**config.mk**
```make
export PLATFORM = sky130hd
export DESIGN_NAME = spi_word_master
export DESIGN_NICKNAME = d
export VERILOG_FILES = /design/src/rtl/spi_word_pkg.sv /design/src/rtl/spi_word_fifo.sv /design/src/rtl/spi_word_shifter.sv /design/src/rtl/spi_word_master.sv
export SDC_FILE = /design/constraint.sdc
export NUM_CORES = 1
export LEC_CHECK = 0
export BUFFER_PORTS_ARGS = -buffer_cell sky130_fd_sc_hd__clkbuf_2
export CAP_MARGIN = 20
export CORE_MARGIN = 2
export CORE_UTILIZATION = 55
export DETAILED_ROUTE_END_ITERATION = 16
export PLACE_DENSITY = 0.83
export SYNTH_ARGS = -nofsm -noshare
export SYNTH_HDL_FRONTEND = slang
export SYNTH_SLANG_ARGS = --single-unit
```
**constraint.sdc**
```tcl
create_clock -name clk_i -period 2.35 [get_ports clk_i]
set_clock_uncertainty 0.15 [all_clocks]
set_input_delay 0.1175 -clock clk_i [delete_from_list [all_inputs] [get_ports clk_i]]
set_output_delay 0.1175 -clock clk_i [all_outputs]
set_load 0.005 [all_outputs]
```
**src/rtl/spi_word_pkg.sv**
```systemverilog
`timescale 1ns/1ps
package spi_word_pkg;
  localparam int REG_CMD  = 'h00;
  localparam int REG_STAT = 'h04;
  localparam int REG_TXQ  = 'h10;
  localparam int REG_RXQ  = 'h20;

  // command bit positions
  localparam int C_GO     = 30;
  localparam int C_CPOL   = 26;
  localparam int C_CPHA   = 18;
  localparam int C_TXEN   = 15;
  localparam int C_RXEN   = 14;
  localparam int C_CSVAL  = 13;
  localparam int C_CSSOFT = 12;

  // status bit positions
  localparam int S_BUSY   = 31;
  localparam int S_RDY    = 30;
  localparam int S_RXUNR  = 27;
  localparam int S_TXOVF  = 26;
  localparam int S_RXEMP  = 25;
  localparam int S_RXFUL  = 24;
  localparam int S_TXEMP  = 23;
  localparam int S_TXFUL  = 22;

  // stored command bits: fields [27:26], [19:18], [15:12], [4:0]
  localparam logic [31:0] CMD_KEEP = 32'h0C0C_F01F;

  typedef enum logic {SH_IDLE, SH_RUN} shift_state_e;
endpackage

```
**src/rtl/spi_word_fifo.sv**
```systemverilog
`timescale 1ns/1ps
module spi_word_fifo #(
  parameter int WIDTH = 32,
  parameter int DEPTH = 4
) (
  input  logic             clk_i,
  input  logic             rst_ni,
  input  logic             push_i,
  input  logic [WIDTH-1:0] wdata_i,
  input  logic             pop_i,
  output logic [WIDTH-1:0] rdata_o,
  output logic             empty_o,
  output logic             full_o
);
  localparam int AW = (DEPTH > 1) ? $clog2(DEPTH) : 1;
  localparam int CW = $clog2(DEPTH + 1);

  logic [WIDTH-1:0] mem_q [DEPTH];
  logic [AW-1:0]    wr_ptr_q, rd_ptr_q;
  logic [CW-1:0]    cnt_q;
  logic             push_ok, pop_ok;

  function automatic logic [AW-1:0] bump(input logic [AW-1:0] p);
    return (p == AW'(DEPTH - 1)) ? '0 : p + 1'b1;
  endfunction

  assign empty_o = (cnt_q == '0);
  assign full_o  = (cnt_q == CW'(DEPTH));
  assign push_ok = push_i && !full_o;
  assign pop_ok  = pop_i && !empty_o;
  assign rdata_o = mem_q[rd_ptr_q];

  always_ff @(posedge clk_i) begin
    if (push_ok) mem_q[wr_ptr_q] <= wdata_i;
  end

  always_ff @(posedge clk_i or negedge rst_ni) begin
    if (!rst_ni) begin
      wr_ptr_q <= '0;
      rd_ptr_q <= '0;
      cnt_q    <= '0;
    end else begin
      if (push_ok) wr_ptr_q <= bump(wr_ptr_q);
      if (pop_ok)  rd_ptr_q <= bump(rd_ptr_q);
      case ({push_ok, pop_ok})
        2'b10:   cnt_q <= cnt_q + 1'b1;
        2'b01:   cnt_q <= cnt_q - 1'b1;
        default: cnt_q <= cnt_q;
      endcase
    end
  end

  assert_no_overflow_R10: assert property (@(posedge clk_i) disable iff (!rst_ni)
    (full_o && push_i && !pop_i) |=> (cnt_q == $past(cnt_q)));
  assert_no_underrun_R11: assert property (@(posedge clk_i) disable iff (!rst_ni)
    (empty_o && pop_i && !push_i) |=> empty_o);
endmodule

```
**src/rtl/spi_word_shifter.sv**
```systemverilog
`timescale 1ns/1ps
module spi_word_shifter
  import spi_word_pkg::*;
#(
  parameter int WORD_W  = 32,
  parameter int CLK_DIV = 4
) (
  input  logic                       clk_i,
  input  logic                       rst_ni,
  input  logic                       start_i,
  input  logic [$clog2(WORD_W)-1:0]  len_i,
  input  logic                       cpol_i,
  input  logic                       cpha_i,
  input  logic [WORD_W-1:0]          tx_word_i,
  input  logic                       miso_i,
  output logic                       busy_o,
  output logic                       done_o,
  output logic [WORD_W-1:0]          rx_word_o,
  output logic                       sclk_o,
  output logic                       mosi_o
);
  localparam int LEN_W  = $clog2(WORD_W);
  localparam int EDGE_W = LEN_W + 1;
  localparam int HALF   = CLK_DIV / 2;
  localparam int DIV_W  = $clog2(HALF) + 1;

  shift_state_e      state_q;
  logic [DIV_W-1:0]  div_q;
  logic [EDGE_W-1:0] edge_q;
  logic [LEN_W-1:0]  len_q;
  logic              cpha_q, sclk_q, done_q;
  logic [WORD_W-1:0] tx_sh_q, rx_sh_q;
  logic              leading, do_sample, do_shift, last_edge;

  assign leading   = ~edge_q[0];
  assign do_sample = leading ^ cpha_q;
  // phase 1 presents the first bit before the first edge, so that edge must not shift
  assign do_shift  = !do_sample && !(cpha_q && edge_q == '0);
  assign last_edge = (edge_q == {len_q, 1'b1});

  always_ff @(posedge clk_i or negedge rst_ni) begin
    if (!rst_ni) begin
      state_q <= SH_IDLE;
      div_q   <= '0;
      edge_q  <= '0;
      len_q   <= '0;
      cpha_q  <= 1'b0;
      sclk_q  <= 1'b0;
      done_q  <= 1'b0;
      tx_sh_q <= '0;
      rx_sh_q <= '0;
    end else begin
      done_q <= 1'b0;
      if (state_q == SH_IDLE) begin
        sclk_q <= cpol_i;
        if (start_i) begin
          state_q <= SH_RUN;
          div_q   <= DIV_W'(HALF - 1);
          edge_q  <= '0;
          len_q   <= len_i;
          cpha_q  <= cpha_i;
          tx_sh_q <= tx_word_i << (LEN_W'(WORD_W - 1) - len_i);
          rx_sh_q <= '0;
        end
      end else if (div_q != '0) begin
        div_q <= div_q - 1'b1;
      end else begin
        div_q  <= DIV_W'(HALF - 1);
        sclk_q <= ~sclk_q;
        edge_q <= edge_q + 1'b1;
        if (do_sample) rx_sh_q <= {rx_sh_q[WORD_W-2:0], miso_i};
        if (do_shift)  tx_sh_q <= tx_sh_q << 1;
        if (last_edge) begin
          state_q <= SH_IDLE;
          done_q  <= 1'b1;
        end
      end
    end
  end

  assign busy_o    = (state_q == SH_RUN);
  assign done_o    = done_q;
  assign rx_word_o = rx_sh_q;
  assign sclk_o    = sclk_q;
  assign mosi_o    = tx_sh_q[WORD_W-1];

  assert_done_pulse_R3: assert property (@(posedge clk_i) disable iff (!rst_ni)
    done_o |=> !done_o);
  assert_idle_sclk_R8: assert property (@(posedge clk_i) disable iff (!rst_ni)
    (!busy_o && $past(!busy_o)) |-> (sclk_o == $past(cpol_i)));
  assert_rx_aligned_R9: assert property (@(posedge clk_i) disable iff (!rst_ni)
    (done_o && len_q != '1) |-> ((rx_sh_q >> ({1'b0, len_q} + 1'b1)) == '0));
endmodule

```
**src/rtl/spi_word_master.sv**
```systemverilog
`timescale 1ns/1ps
module spi_word_master
  import spi_word_pkg::*;
#(
  parameter int WORD_W     = 32,
  parameter int FIFO_DEPTH = 4,
  parameter int CLK_DIV    = 4,
  parameter int ADDR_W     = 8
) (
  input  logic              clk_i,
  input  logic              rst_ni,
  input  logic [ADDR_W-1:0] bus_addr_i,
  input  logic              bus_we_i,
  input  logic              bus_re_i,
  input  logic [WORD_W-1:0] bus_wdata_i,
  output logic [WORD_W-1:0] bus_rdata_o,
  output logic              sclk_o,
  output logic              mosi_o,
  input  logic              miso_i,
  output logic              cs_no
);
  localparam int LEN_W = $clog2(WORD_W);

  logic [WORD_W-1:0] cmd_q;
  logic go_pend_q, rdy_q, rx_unr_q, tx_ovf_q;
  logic wr_cmd, wr_stat, wr_tx, rd_rx;
  logic frame_active, launch;
  logic tx_empty, tx_full, rx_empty, rx_full;
  logic [WORD_W-1:0] tx_head, rx_head, eng_tx, eng_rx;
  logic eng_busy, eng_done, tx_pop, rx_push, rx_pop;

  assign wr_cmd  = bus_we_i && (bus_addr_i == ADDR_W'(REG_CMD));
  assign wr_stat = bus_we_i && (bus_addr_i == ADDR_W'(REG_STAT));
  assign wr_tx   = bus_we_i && (bus_addr_i == ADDR_W'(REG_TXQ));
  assign rd_rx   = bus_re_i && (bus_addr_i == ADDR_W'(REG_RXQ));

  assign frame_active = go_pend_q | eng_busy | eng_done;
  assign launch       = wr_cmd && bus_wdata_i[C_GO] && !frame_active;

  always_ff @(posedge clk_i or negedge rst_ni) begin
    if (!rst_ni) begin
      cmd_q     <= '0;
      go_pend_q <= 1'b0;
      rdy_q     <= 1'b0;
      rx_unr_q  <= 1'b0;
      tx_ovf_q  <= 1'b0;
    end else begin
      if (wr_cmd) cmd_q <= bus_wdata_i & CMD_KEEP;
      go_pend_q <= launch;

      if (eng_done)                         rdy_q <= 1'b1;
      else if (launch)                      rdy_q <= 1'b0;
      else if (wr_stat && bus_wdata_i[S_RDY]) rdy_q <= 1'b0;

      if (rd_rx && rx_empty)                    rx_unr_q <= 1'b1;
      else if (wr_stat && bus_wdata_i[S_RXUNR]) rx_unr_q <= 1'b0;

      if (wr_tx && tx_full)                     tx_ovf_q <= 1'b1;
      else if (wr_stat && bus_wdata_i[S_TXOVF]) tx_ovf_q <= 1'b0;
    end
  end

  assign tx_pop  = go_pend_q && cmd_q[C_TXEN] && !tx_empty;
  assign eng_tx  = tx_pop ? tx_head : '0;
  assign rx_push = eng_done && cmd_q[C_RXEN];
  assign rx_pop  = rd_rx && !rx_empty;

  spi_word_fifo #(.WIDTH(WORD_W), .DEPTH(FIFO_DEPTH)) u_txq (
    .clk_i, .rst_ni,
    .push_i(wr_tx), .wdata_i(bus_wdata_i), .pop_i(tx_pop),
    .rdata_o(tx_head), .empty_o(tx_empty), .full_o(tx_full)
  );

  spi_word_fifo #(.WIDTH(WORD_W), .DEPTH(FIFO_DEPTH)) u_rxq (
    .clk_i, .rst_ni,
    .push_i(rx_push), .wdata_i(eng_rx), .pop_i(rx_pop),
    .rdata_o(rx_head), .empty_o(rx_empty), .full_o(rx_full)
  );

  spi_word_shifter #(.WORD_W(WORD_W), .CLK_DIV(CLK_DIV)) u_shift (
    .clk_i, .rst_ni,
    .start_i(go_pend_q),
    .len_i(cmd_q[LEN_W-1:0]),
    .cpol_i(cmd_q[C_CPOL]),
    .cpha_i(cmd_q[C_CPHA]),
    .tx_word_i(eng_tx),
    .miso_i,
    .busy_o(eng_busy),
    .done_o(eng_done),
    .rx_word_o(eng_rx),
    .sclk_o,
    .mosi_o
  );

  assign cs_no = cmd_q[C_CSSOFT] ? ~cmd_q[C_CSVAL] : ~eng_busy;

  always_comb begin
    bus_rdata_o = '0;
    if (bus_addr_i == ADDR_W'(REG_CMD)) begin
      bus_rdata_o       = cmd_q;
      bus_rdata_o[C_GO] = frame_active;
    end else if (bus_addr_i == ADDR_W'(REG_STAT)) begin
      bus_rdata_o[S_BUSY]  = frame_active;
      bus_rdata_o[S_RDY]   = rdy_q;
      bus_rdata_o[S_RXUNR] = rx_unr_q;
      bus_rdata_o[S_TXOVF] = tx_ovf_q;
      bus_rdata_o[S_RXEMP] = rx_empty;
      bus_rdata_o[S_RXFUL] = rx_full;
      bus_rdata_o[S_TXEMP] = tx_empty;
      bus_rdata_o[S_TXFUL] = tx_full;
    end else if (bus_addr_i == ADDR_W'(REG_RXQ)) begin
      bus_rdata_o = rx_empty ? '0 : rx_head;
    end
  end

  assert_bsy_rdy_excl_R4: assert property (@(posedge clk_i) disable iff (!rst_ni)
    !(frame_active && rdy_q));
  assert_rdy_source_R4: assert property (@(posedge clk_i) disable iff (!rst_ni)
    $rose(rdy_q) |-> $past(eng_done));
  assert_go_ignored_R3: assert property (@(posedge clk_i) disable iff (!rst_ni)
    (eng_busy && wr_cmd) |=> !go_pend_q);
  assert_ovf_source_R11: assert property (@(posedge clk_i) disable iff (!rst_ni)
    $rose(tx_ovf_q) |-> $past(wr_tx && tx_full));
  assert_hw_cs_R6: assert property (@(posedge clk_i) disable iff (!rst_ni)
    (!cmd_q[C_CSSOFT] && $past(go_pend_q)) |-> !cs_no);
endmodule

```
# Yosys cells after proc, flatten, opt, wreduce, memory -nomap -nowiden
# Memory sizes are Yosys's and may differ from the RTL's.
# Index checks and enable logic that the tools add are counted.
dict set report classes {
  bitwise_logic 7
  muxes 49
  shifts 1
  addsub 11
  n_lt_le_gt_ge 0
  n_eq_ne 17
  n_reduce_logical 43
  multipliers 0
  div 0
}
# op n
set op_table {}
lappend op_table {{32-bit 2-to-1 mux} 12}
lappend op_table {{32-bit by 5-bit << shifter with 32-bit output} 1}
lappend op_table {{6-bit 2-to-1 mux} 4}
lappend op_table {{22-bit 2-to-1 mux} 1}
lappend op_table {{1-bit logical AND} 21}
lappend op_table {{1-bit 2-to-1 mux} 21}
lappend op_table {{2-bit 2-to-1 mux} 9}
lappend op_table {{2-bit == test, second input constant} 6}
lappend op_table {{3-bit one-hot mux with 2 select lines} 2}
lappend op_table {{2-bit nonzero test} 6}
lappend op_table {{2-bit by 1-bit adder with 2-bit output, second input constant} 4}
lappend op_table {{8-bit by 3-bit == test with 1-bit output, second input constant} 1}
lappend op_table {{8-bit by 5-bit == test with 1-bit output, second input constant} 1}
lappend op_table {{8-bit by 6-bit == test with 1-bit output, second input constant} 1}
lappend op_table {{8-bit zero test} 1}
lappend op_table {{1-bit zero test} 7}
lappend op_table {{3-bit by 1-bit adder with 3-bit output, second input constant} 2}
lappend op_table {{6-bit by 1-bit adder with 6-bit output, second input constant} 1}
lappend op_table {{3-bit == test, second input constant} 2}
lappend op_table {{6-bit == test} 1}
lappend op_table {{3-bit zero test} 2}
lappend op_table {{6-bit zero test} 1}
lappend op_table {{2-bit inequality test, second input constant} 3}
lappend op_table {{3-bit AND reduction} 2}
lappend op_table {{other kinds (9)} 16}
dict set report word_totals {
  mem_count 2
  rom_bits 0
  out_inout_bits 35
  ram_bits 256
  latch_bits 0
  regBits 112
}
# memory words word_bits read_ports rd_ports_with_merged_regs wr line_no
set memory_table {}
lappend memory_table {u_rxq.mem_q 4 32 1 0 1 spi_word_fifo.sv:18} ;# logic [WIDTH-1:0] mem_q [DEPTH];
lappend memory_table {u_txq.mem_q 4 32 1 0 1 spi_word_fifo.sv:18}

# Logic depth before layout (Yosys ltp)
dict set report depth {
  depth_word 7
  mapped_depth 14
  depth_no_buf 12
}

# Modules after synthesis
# Synthesis repeated with hierarchy kept, for this count alone.
dict set report unflattened {
  hier_cells 1097
  area_unflattened_um2 16668.5
}
# mod cells_per_inst n_inst area_per_inst_um2
set modules_own_cells {}
lappend modules_own_cells {spi_word_fifo 208 2 5116.2}
lappend modules_own_cells {spi_word_shifter 539 1 5069.9}
lappend modules_own_cells {spi_word_master 142 1 1366.3}

# Least setup slack after synthesis
# Ideal clock, no wire load.
dict set report synth_timing {
  path_type {input to register}
  start {in bus_addr_i[0]}
  end {reg u_rxq.cnt_q[2]}
  arrival_ps 2623
  setup_slack_ps -502
  setup_time_ps 79
  required_ps 2121
  stages 14
  path_cell_list {or4_1 > nor3_1 > and3b_1 > clkbuf_1 > and2_1 > buf_2 > nand2_1 > inv_1 > ha_1 > inv_1 > fa_1 > xor2_1 > nor2_1 > xor2_1}
}
dict set report synth_via {
  elab_chain_len 6
  elab_cells_between_ends 8
  cone_classes {eq/ne (3); mux (1); reduce/logical (4)}
}
# item line_no
set synth_rtl {}
lappend synth_rtl {{start, declared} spi_word_master.sv:12} ;# input logic [ADDR_W-1:0] bus_addr_i,
lappend synth_rtl {{8-bit by 6-bit == test with 1-bit output (*)} spi_word_master.sv:35} ;# assign rd_rx = bus_re_i && (bus_addr_i == ADDR_W'(REG_RXQ));
lappend synth_rtl {{1-bit logical AND (*)} spi_word_master.sv:35}
lappend synth_rtl {{1-bit logical AND (*)} spi_word_master.sv:66} ;# assign rx_pop = rd_rx && !rx_empty;
lappend synth_rtl {{1-bit logical AND (*)} spi_word_fifo.sv:30} ;# assign pop_ok = pop_i && !empty_o;
lappend synth_rtl {{named net u_rxq.pop_ok} spi_word_fifo.sv:21} ;# logic push_ok, pop_ok;
lappend synth_rtl {{2-bit by 1-bit == test with 1-bit output or 2-bit == test (tied branches)} spi_word_fifo.sv:45} ;# case ({push_ok, pop_ok})
lappend synth_rtl {{3-bit one-hot mux with 2 select lines or 2-bit nonzero test (tied branches)} --}
lappend synth_rtl {{end signal, assigned} spi_word_fifo.sv:46} ;# 2'b10: cnt_q <= cnt_q + 1'b1;
lappend synth_rtl {{end signal, assigned} spi_word_fifo.sv:47} ;# 2'b01: cnt_q <= cnt_q - 1'b1;
lappend synth_rtl {{end signal, assigned} spi_word_fifo.sv:48} ;# default: cnt_q <= cnt_q;
lappend synth_rtl {{end, declared} spi_word_fifo.sv:20} ;# logic [CW-1:0] cnt_q;
# The timed path passes the listed nets; every way through them passes the cells marked *.
# A chain may end at the register's enable or synchronous reset.

# Worst setup path in the final report
dict set report layout_timing {
  start {reg u_txq.rd_ptr_q[0]}
  end {reg u_shift.tx_sh_q[12]}
}
dict set report layout_via {
  elab_chain_len 5
}
# item line_no
set layout_rtl {}
lappend layout_rtl {{start, declared} spi_word_fifo.sv:19} ;# logic [AW-1:0] wr_ptr_q, rd_ptr_q;
lappend layout_rtl {{start signal, assigned} spi_word_fifo.sv:44} ;# if (pop_ok) rd_ptr_q <= bump(rd_ptr_q);
lappend layout_rtl {{memory read 4 x 32 bit} --}
lappend layout_rtl {{32-bit 2-to-1 mux} spi_word_master.sv:64} ;# assign eng_tx = tx_pop ? tx_head : '0;
lappend layout_rtl {{32-bit by 5-bit << shifter with 32-bit output} spi_word_shifter.sv:62} ;# tx_sh_q <= tx_word_i << (LEN_W'(WORD_W - 1) - len_i);
lappend layout_rtl {{32-bit 2-to-1 mux} spi_word_shifter.sv:56} ;# if (start_i) begin
lappend layout_rtl {{32-bit 2-to-1 mux} spi_word_shifter.sv:54} ;# if (state_q == SH_IDLE) begin
lappend layout_rtl {{end signal, assigned} spi_word_shifter.sv:62}
lappend layout_rtl {{end signal, assigned} spi_word_shifter.sv:72} ;# if (do_shift) tx_sh_q <= tx_sh_q << 1;
lappend layout_rtl {{end, declared} spi_word_shifter.sv:32} ;# logic [WORD_W-1:0] tx_sh_q, rx_sh_q;
# No other way between the ends. The select of a mux whose other input is x is not followed.

==> out/metrics.csv <==
metric,value,unit
Worst EP arrival,3.07,ns
clk sinks,368,
design area,21200,um^2
CTS Buffer Depth,3,
drt wl/cell,26.7,um
pre-CTS setup slack,-0.404,ns
initial antenna violation count,0,
flop-to-flop setup slack,-0.47,ns
Max Fclk,355,MHz
Pre-antenna DRT Iters,5,
Clock Pin Slew Worst Setup and Hold Paths,0.07,ns
Synth top area share,0.456,
Crit Path Class,reg -> reg,
Mapped Avg Cell Area,14.0,um^2
total power,0.0147,W
unrepaired setup endpoints after global routing,true,
setup slack after layout,-0.466,ns
remaining antenna violation count,0,
"Cell Chain, Critical Path","buf_12, mux2_4, mux4_2, mux2i_4, mux2i_2, a22o_1, a221oi_2, a21oi_1",
DR iter-0 viols,1806,
first-pass GRT wire length,74.1,mm
synth cell count leaders,"edfxtp_1 (256), nand2_1 (159), dfrtp_1 (112)",
I/O Pins,80,
CTS tree,done,
Row Count,64,
DR DRC count,0,
Tcrit/Tclk final,1.20,
DR vias/cell,6.57,
synth unique cells,74,
most numerous cell in the Yosys netlist,edfxtp_1,
Yosys top cell by area,edfxtp_1,
DPL Wire Length,29.9,mm
total of warnings raised by yosys,0,
leakage power,8.13,nW
Post-Synthesis Cell Area,16900,um^2
gr ovfl total,0,
Synth Instances,1206,
share of layout cells above drive strength 1,0.341,
net count after synthesis,1267,
vias post-DR,12400,
largest net degree at the start of global routing,65,
Max H-tree Level,2,
NumNets Final,1517,
ys flop type,edfxtp_1,
die span in y,179,um
MaxCap Viol Count,0,
Hold WS,0.0173,ns
# port buffers,79,
synth top area cells,"edfxtp_1 (46%), dfrtp_1 (17%), mux4_2 (8.8%), nand2_1 (3.5%), mux2i_1 (3.2%)",
"EDFF count, synth",256,
"Slowest-stage cell, CP",mux4_2,
Final Hold Viols,0,
CTS Buf Count,37,
die width,179,um
CP bufs+invs,1,
Slew headroom,0.566,
status,"finished, violations left",
failing checks,setup timing,
"Cell Area, Placed",18900,um^2
Final Slew Violations,0,
DIE AREA,32100,um^2
core area,30300,um^2
CP Data Required Time,2.60,ns
Setup crit start kind,flip-flop,
worst skew pair latency,0.55,ns
crit-path leading delay family,multiplexers,
PwrDens,692,nW/um^2
CP Capture Type,flip-flop,
Seq cells post-synth,368,
CP peak stage delay,0.54,ns
Final setup viols,62,
asr flop ratio synth,0.304,
gr usage total,0.312,
vias in the first global route,12400,
Crit Path Max Fanout,19,
Layout area overhead,25.7,%
Max IR drop VDD,0.000676,V
post-route minimum period,2.82,ns
min-delay worst type,in -> async,
Initial Utilization,0.555,
"Seq/Total Area, Yosys",0.622,
Placer Congestion,0.951,
Tightest Pin Transition,0.651,ns
DRT Wirelength,50.3,mm
Root Buffer,clkbuf_16,
-- cell usage in the layout (no fill, tap or decap), types with 9 or more instances in the layout --
| cell type | count |
|---|---|
| clkinv_1 | 10 |
| inv_1 | 18 |
| dlygate4sd3_1 | 39 |
| and3_4 | 12 |
| and2_1 | 10 |
| nor3_1 | 15 |
| a22oi_2 | 9 |
| nor2_1 | 61 |
| o21ai_1 | 17 |
| a22o_1 | 15 |
| buf_4 | 136 |
| buf_12 | 25 |
| o21ai_0 | 55 |
| clkbuf_2 | 74 |
| ha_1 | 12 |
| edfxtp_1 | 256 |
| mux2_2 | 22 |
| a21oi_1 | 25 |
| mux4_2 | 70 |
| mux2i_1 | 42 |
| mux2_4 | 17 |
| nand2_1 | 155 |
| buf_6 | 9 |
| dfrtp_1 | 108 |
| clkbuf_16 | 38 |
-- per-stage QoR --
stage	TNS, ns	utilization	cells
after global placement	-7.74	0.623	1756
after global routing	-14.15	0.698	1881
after CTS	-10.00	0.692	1876
after detailed placement	-9.41	0.623	1756
final	-11.14	0.698	1883
after floorplan	-1.85	-	1206
-- cells by family after synthesis --
group	after synthesis	share of synthesized area
DFF	368	0.622
and+or+nand+nor	318	0.0837
AOI/OAI and AO/OA	225	0.0898
muxes	168	0.159
buffers and inverters	99	0.0261
adders and majority gates	16	0.0128
xor gates and xnor gates	12	0.00624
-- final timing paths --
check | from | end | cells past startpoint
max | u_txq.rd_ptr_q[0]$_DFFE_PN0P_ | u_shift.tx_sh_q[12]$_DFFE_PN0P_ | 8
min | rst_ni | u_txq.rd_ptr_q[0]$_DFFE_PN0P_ | 2
min reg2reg | u_shift.tx_sh_q[7]$_DFFE_PN0P_ | u_shift.tx_sh_q[7]$_DFFE_PN0P_ | 2
min in group clk_i | bus_addr_i[4] | cmd_q[18]$_DFFE_PN0N_ | 5
max reg2reg | u_txq.rd_ptr_q[0]$_DFFE_PN0P_ | u_shift.tx_sh_q[12]$_DFFE_PN0P_ | 8
max in group asynchronous | rst_ni | u_shift.tx_sh_q[19]$_DFFE_PN0P_ | 3
-- sequential cells by signal, indices dropped and copies added, names as in the netlist, 2 cells and up --
register,count
u_rxq.rd_ptr_q,2
u_txq.mem_q,128
u_shift.edge_q,6
u_rxq.cnt_q,3
u_shift.rx_word_o,32
u_txq.rd_ptr_q,2
u_txq.cnt_q,3
u_rxq.mem_q,128
u_txq.wr_ptr_q,2
cmd_q,13
u_rxq.wr_ptr_q,2
u_shift.div_q,2
u_shift.tx_sh_q,32
u_shift.len_q,5
-- metal layers --
layer | track usage | vias up | wire length [um]
met5 | 0 | - | 0
met4 | 0.122 | 0 | 2170
met3 | 0.0498 | 181 | 4580
met2 | 0.530 | 885 | 25400
met1 | 0.406 | 6156 | 18200
li1 | - | 5143 | -
-- what timing repair did --
| item | 4_1_cts | 5_1_grt |
|---|---|---|
| setup buffers | 12 | 7 |
| hold buffers | 39 | 0 |
| pin swaps | 4 | 6 |
| resized for setup | 64 | 40 |
| endpoints found under the hold margin | 241 | 0 |
| cloned | 2 | 0 |
| setup endpoints to repair | 64 | 66 |
-- power breakdown --
part	switching, W	internal (W)
clock	0.00264	0.00358
combinational	0.000619	0.000562
sequential	0.000161	0.00710
total	0.00342	0.0112
-- layout make-up --
cell class | count | area [um^2]
diodes | 2 | 5.00
clock buffers | 48 | 1030
clock inverters | 20 | 253
fillers | 1871 | 9160
inverters | 26 | 103
multi-input cells | 739 | 6420
flip-flops and latches | 368 | 10500
well taps | 396 | 495
repair buffers | 284 | 2390
No activity file was read; power rests on OpenSTA's default activity.
